==> src/rtl/hwmac_pkg.sv <==
package hwmac_pkg;
    localparam int IDX_W   = 4;
    localparam int COND_W  = 4;
    localparam int FLAG_W  = 4;
    localparam int INSTR_W = 32;

    // field positions the decode depends on
    localparam int A_IDX_LSB  = 0;
    localparam int B_IDX_LSB  = 8;
    localparam int LO_IDX_LSB = 12;
    localparam int HI_IDX_LSB = 16;
    localparam int COND_LSB   = 28;
    localparam int SWAP_BIT   = 5;
    localparam int SUB_BIT    = 6;

    // flag bit positions
    localparam int FLG_N = 3;
    localparam int FLG_Z = 2;
    localparam int FLG_C = 1;
    localparam int FLG_V = 0;

    typedef enum logic [COND_W-1:0] {
        CC_EQ = 4'h0, CC_NE = 4'h1, CC_CS = 4'h2, CC_CC = 4'h3,
        CC_MI = 4'h4, CC_PL = 4'h5, CC_VS = 4'h6, CC_VC = 4'h7,
        CC_HI = 4'h8, CC_LS = 4'h9, CC_GE = 4'hA, CC_LT = 4'hB,
        CC_GT = 4'hC, CC_LE = 4'hD, CC_AL = 4'hE, CC_NV = 4'hF
    } cond_e;

    typedef struct packed {
        logic [COND_W-1:0] cond;
        logic [IDX_W-1:0]  hi_idx;
        logic [IDX_W-1:0]  lo_idx;
        logic [IDX_W-1:0]  b_idx;
        logic [IDX_W-1:0]  a_idx;
        logic              sub;
        logic              swap;
    } op_fields_t;

    function automatic op_fields_t decode_op(input logic [INSTR_W-1:0] w);
        op_fields_t f;
        f.cond   = w[COND_LSB   +: COND_W];
        f.hi_idx = w[HI_IDX_LSB +: IDX_W];
        f.lo_idx = w[LO_IDX_LSB +: IDX_W];
        f.b_idx  = w[B_IDX_LSB  +: IDX_W];
        f.a_idx  = w[A_IDX_LSB  +: IDX_W];
        f.sub    = w[SUB_BIT];
        f.swap   = w[SWAP_BIT];
        return f;
    endfunction
endpackage

==> src/rtl/hwmac_cond.sv <==
module hwmac_cond
    import hwmac_pkg::*;
(
    input  logic [COND_W-1:0] cond,
    input  logic [FLAG_W-1:0] flags,
    output logic              pass
);
    logic n, z, c, v;

    always_comb begin
        n = flags[FLG_N];
        z = flags[FLG_Z];
        c = flags[FLG_C];
        v = flags[FLG_V];
        unique case (cond_e'(cond))
            CC_EQ:   pass = z;
            CC_NE:   pass = !z;
            CC_CS:   pass = c;
            CC_CC:   pass = !c;
            CC_MI:   pass = n;
            CC_PL:   pass = !n;
            CC_VS:   pass = v;
            CC_VC:   pass = !v;
            CC_HI:   pass = c && !z;
            CC_LS:   pass = !c || z;
            CC_GE:   pass = (n == v);
            CC_LT:   pass = (n != v);
            CC_GT:   pass = !z && (n == v);
            CC_LE:   pass = z || (n != v);
            CC_AL:   pass = 1'b1;
            default: pass = 1'b0;
        endcase
    end
endmodule

==> src/rtl/hwmac_dual_prod.sv <==
module hwmac_dual_prod #(
    parameter int DATA_W = 32
) (
    input  logic [DATA_W-1:0]     op_a,
    input  logic [DATA_W-1:0]     op_b,
    input  logic                  swap,
    input  logic                  sub,
    output logic signed [DATA_W:0] combined
);
    localparam int HALF_W = DATA_W / 2;
    localparam int LANES  = 2;
    localparam int COMB_W = DATA_W + 1;
    localparam logic signed [COMB_W-1:0] MAX_MAG = COMB_W'(1) <<< (DATA_W - 1);

    logic [DATA_W-1:0]        b_eff;
    logic signed [DATA_W-1:0] prod [LANES];
    logic signed [COMB_W-1:0] prod_x [LANES];

    always_comb begin
        b_eff = swap ? {op_b[HALF_W-1:0], op_b[DATA_W-1:HALF_W]} : op_b;
    end

    for (genvar l = 0; l < LANES; l++) begin : g_lane
        logic signed [HALF_W-1:0] ha, hb;
        assign ha        = op_a[l*HALF_W +: HALF_W];
        assign hb        = b_eff[l*HALF_W +: HALF_W];
        assign prod[l]   = ha * hb;
        assign prod_x[l] = {prod[l][DATA_W-1], prod[l]};
    end

    always_comb begin
        combined = sub ? (prod_x[0] - prod_x[1]) : (prod_x[0] + prod_x[1]);
    end

    always_comb begin
        AST_COMBINE_RANGE: assert ((combined <= MAX_MAG) && (combined >= -MAX_MAG))
            else $error("combined product out of range");
    end
endmodule

==> src/rtl/hwmac_long.sv <==
module hwmac_long
    import hwmac_pkg::*;
#(
    parameter int DATA_W = 32
) (
    input  logic               clk,
    input  logic               rst_n,
    input  logic               in_valid,
    input  logic [INSTR_W-1:0] instr,
    input  logic [FLAG_W-1:0]  flags,
    input  logic [DATA_W-1:0]  src_a,
    input  logic [DATA_W-1:0]  src_b,
    input  logic [DATA_W-1:0]  acc_lo,
    input  logic [DATA_W-1:0]  acc_hi,
    output logic [IDX_W-1:0]   rd_a_idx,
    output logic [IDX_W-1:0]   rd_b_idx,
    output logic [IDX_W-1:0]   rd_lo_idx,
    output logic [IDX_W-1:0]   rd_hi_idx,
    output logic               out_valid,
    output logic               out_wr_en,
    output logic [IDX_W-1:0]   wb_lo_idx,
    output logic [IDX_W-1:0]   wb_hi_idx,
    output logic [DATA_W-1:0]  res_lo,
    output logic [DATA_W-1:0]  res_hi
);
    localparam int ACC_W  = 2 * DATA_W;
    localparam int COMB_W = DATA_W + 1;

    typedef struct packed {
        logic              valid;
        logic              wr_en;
        logic [IDX_W-1:0]  lo_idx;
        logic [IDX_W-1:0]  hi_idx;
        logic [DATA_W-1:0] lo;
        logic [DATA_W-1:0] hi;
    } stage_t;

    op_fields_t               fld;
    logic                     cond_ok;
    logic signed [COMB_W-1:0] combined;
    logic [ACC_W-1:0]         acc_full;
    logic [ACC_W-1:0]         sum_full;
    stage_t                   st_d, st_q;

    always_comb fld = decode_op(instr);

    hwmac_cond u_cond (
        .cond  (fld.cond),
        .flags (flags),
        .pass  (cond_ok)
    );

    hwmac_dual_prod #(.DATA_W(DATA_W)) u_prod (
        .op_a     (src_a),
        .op_b     (src_b),
        .swap     (fld.swap),
        .sub      (fld.sub),
        .combined (combined)
    );

    always_comb begin
        acc_full = {acc_hi, acc_lo};
        sum_full = acc_full + {{(ACC_W-COMB_W){combined[COMB_W-1]}}, combined};
        st_d       = st_q;
        st_d.valid = in_valid;
        st_d.wr_en = in_valid && cond_ok;
        if (in_valid && cond_ok) begin
            st_d.lo     = sum_full[DATA_W-1:0];
            st_d.hi     = sum_full[ACC_W-1:DATA_W];
            st_d.lo_idx = fld.lo_idx;
            st_d.hi_idx = fld.hi_idx;
        end
    end

    always_ff @(posedge clk) begin
        if (!rst_n) st_q <= '0;
        else        st_q <= st_d;
    end

    assign rd_a_idx  = fld.a_idx;
    assign rd_b_idx  = fld.b_idx;
    assign rd_lo_idx = fld.lo_idx;
    assign rd_hi_idx = fld.hi_idx;
    assign out_valid = st_q.valid;
    assign out_wr_en = st_q.wr_en;
    assign wb_lo_idx = st_q.lo_idx;
    assign wb_hi_idx = st_q.hi_idx;
    assign res_lo    = st_q.lo;
    assign res_hi    = st_q.hi;

    AST_VALID_LATENCY: assert property (@(posedge clk) disable iff (!rst_n)
        in_valid |=> out_valid);
    AST_IDLE_QUIET: assert property (@(posedge clk) disable iff (!rst_n)
        !in_valid |=> (!out_valid && !out_wr_en));
    AST_ALWAYS_WRITES: assert property (@(posedge clk) disable iff (!rst_n)
        (in_valid && instr[COND_LSB +: COND_W] == CC_AL) |=> out_wr_en);
    AST_NEVER_WRITES: assert property (@(posedge clk) disable iff (!rst_n)
        (in_valid && instr[COND_LSB +: COND_W] == CC_NV) |=> !out_wr_en);
    AST_HOLD_ON_SKIP: assert property (@(posedge clk) disable iff (!rst_n)
        !out_wr_en |-> ($stable(res_lo) && $stable(res_hi)
                        && $stable(wb_lo_idx) && $stable(wb_hi_idx)));
endmodule

==> config.mk <==
export PLATFORM = sky130hd
export DESIGN_NAME = hwmac_long
export DESIGN_NICKNAME = d
export VERILOG_FILES = /design/src/rtl/hwmac_pkg.sv /design/src/rtl/hwmac_cond.sv /design/src/rtl/hwmac_dual_prod.sv /design/src/rtl/hwmac_long.sv
export SDC_FILE = /design/constraint.sdc
export NUM_CORES = 2
export LEC_CHECK = 0
export ABC_AREA = 1
export BUFFER_PORTS_ARGS = -buffer_cell sky130_fd_sc_hd__clkbuf_2
export CORE_MARGIN = 3
export CORE_UTILIZATION = 40
export CTS_CLUSTER_SIZE = 16
export DETAILED_ROUTE_END_ITERATION = 16
export SLEW_MARGIN = 20
export SYNTH_ARGS = -nofsm -noshare
export SYNTH_HDL_FRONTEND = slang
export SYNTH_SLANG_ARGS = --single-unit
==> constraint.sdc <==
create_clock -name clk -period 30.6 [get_ports clk]
set_input_delay 1.53 -clock clk [delete_from_list [all_inputs] [get_ports clk]]
set_output_delay 1.53 -clock clk [all_outputs]
set_load 0.03 [all_outputs]
==> run summary <==
Status -> finished clean
Least-Margin Pin Slew -> 0.930 ns
Unrepaired setup endpoints after global routing -> false
Sum Neg Setup Slack -> 0 ns
Nets -> 5,207
Hold buffer count at CTS -> 0
Initial antenna violation count -> 0
Hold Vio Cnt, Final -> 0
Distinct cell type count after synthesis -> 60
Die area -> 0.0777 sq mm
Final HPWL DP -> 75,400 um
Drt wl/cell -> 16.6 um
Worst Path Arrival -> 14.14 ns
Post-CTS Setup Inserts -> 0
# clock sinks -> 74
Adder-Cell Fraction of Synth Area -> 0.463
Post-synth EDFFs -> 0
First-pass GRT wire length -> 139,000 um
CP dominant cell by count -> nand2_1
Slowest Stage Delay on Critical Path -> 0.90 ns
Synth Area in XOR/XNOR -> 0.0430
Worst setup EP type -> flop
Root Driver -> clkbuf_16
H-tree Lvls -> 3
Synthesized cell area -> 0.0298 sq mm
Tcrit/Tclk final -> 0.454
Clock Latency Late Sink -> 0.34 ns
Critical path startpoint category -> primary input
Synth Area in Compound Gates -> 0.0926
Routed WL -> 86,700 um
Cell Rows -> 99
Fmax -> 0.0719 GHz
Commonest register cell after synthesis -> dfxtp_1
CTS tree -> done
Post-synth ARST share -> 0
Vias in the first global route -> 26,100
Antenna cells -> 0
Skew final -> 0 ns
DR vias -> 25,900
Largest family of logic cells by synthesized area -> adder cells
Syn nets -> 5,050
Worst hold path class -> flop to flop
Clock period minus worst slack -> 13.90 ns
Mux cell area share after synthesis -> 0.000757
Crit Path Max Fanout -> 33
GR Overflow Total -> 0
WS Path Type -> primary input to flop
Max-cap violations -> 0
WP data required -> 30.83 ns
Most frequent cells in the layout -> 965 x inv_1, 833 x nand2_1, 526 x fa_1
Synth Area per Inst -> 7.27 sq um
Sequential share of the synthesized area -> 0.0498
Tot GR Track Use -> 0.225
Synthesis-to-finish area growth -> 7.88%
Core ar. -> 0.0733 sq mm
CTS Buf Count -> 9
Routed Antenna Nets -> 0
GPL Wtd Cong -> 0.928
Worst slew margin -> 0.373
Simple-Gate Fraction of Synth Area -> 0.210
Largest net degree at the start of global routing -> 81
CP delay by family, top -> adder cells
Share of layout cells above drive strength 1 -> 0.0876
DR DRC count -> 0
DRT Pass-1 Iters -> 7
Port-buffer cells -> 230
# IOs -> 257
Violation count after the first detailed-route iteration -> 1,689
Crit path buffers/inverters -> 9
Yosys warnings -> 0
Setup-failing EPs final -> 0
Initial core utilization -> 0.406
Clock transition at the registers of the reported paths -> 0.06 ns
Max clock buf depth -> 2
FF+latch count, synth -> 74
Mapped Cells -> 4,096
# resized after CTS -> 0
Fin. max-slew vios -> 0
Commonest non-fill, non-tap cell in the layout -> inv_1
Worst-path cell with the longest stage delay -> o21ai_0
Die H -> 279 um
Vias/cell -> 4.96
DIE WIDTH -> 279 um
## cell usage after synthesis (all sizes together) (20+ instances only)
library cell,number,share of area
inv,985,0.12
nand2,858,0.11
fa,526,0.35
nor2,456,0.060
ha,261,0.11
a21oi,205,0.035
o21ai,166,0.029
nand3,107,0.020
xor2,90,0.027
dfxtp,74,0.050
clkbuf,69,0.0087
xnor2,53,0.016
buf,34,0.0066
nand4,32,0.0067
a31oi,31,0.0065
o211ai,24,0.0061
nor3,20,0.0043
## flip-flops by register name, indices dropped and copies added, names as in the netlist
register / count
res_hi: 32
wb_lo_idx: 4
out_valid: 1
wb_hi_idx: 4
out_wr_en: 1
res_lo: 32
## per-layer routing
layer,vias to the layer above,global-route usage,routed length (um)
li1,12700,-,-
met4,0,0.0454,1810
met2,759,0.385,40500
met1,12300,0.308,39200
met3,110,0.0288,5090
met5,-,0,0
## worst register-to-register path, cell delays in order (launching register included)
cell     delay (ns)
dfxtp_1        0.39
nand2_1        0.07
nand2_1        0.08
o21ai_0        0.09
inv_1          0.07
## through the flow
stage	instances	worst slack (ns)	hold WS, ns	area, sq um	util
after floorplan	4096	19.02	0.610	29800	-
final	5217	16.70	0.488	32100	0.438
after global placement	5201	16.07	0.466	31800	0.434
after CTS	5217	16.30	0.489	32100	0.438
after detailed placement	5201	15.95	0.478	31800	0.434
after global routing	5217	15.62	0.511	32100	0.438
## cell type report
class / count / area (sq um)
well taps: 959 / 1200
flip-flops and latches: 74 / 1480
inverters: 994 / 3730
repair buffers: 249 / 1290
clock buffers: 10 / 229
fillers: 7707 / 41200
clock inverters: 6 / 66.3
multi-input cells: 2925 / 24100
## final timing paths
check | startpoint | to | slack, ns | cells past startpoint
worst max-delay path | instr[5] | res_hi[28] | 16.70 | 47
worst min-delay path | wb_lo_idx[2] | wb_lo_idx[2] | 0.49 | 2
worst max register to register | res_lo[25] | res_lo[25] | 29.85 | 4
worst min register to register | wb_lo_idx[2] | wb_lo_idx[2] | 0.49 | 2
## kinds of logic (layout without fill, tap and decap cells)
logic type,after synthesis,after routing
fa+ha+maj,787,787
mux,1,1
flops,74,74
buf+inv,1097,1259
simple gates,1508,1508
xor+xnor,143,143
compound gates,486,486
Power is left out: the tool's default activity adds up to more than one toggle a clock period on the data nets, which glitch-free logic cannot reach.
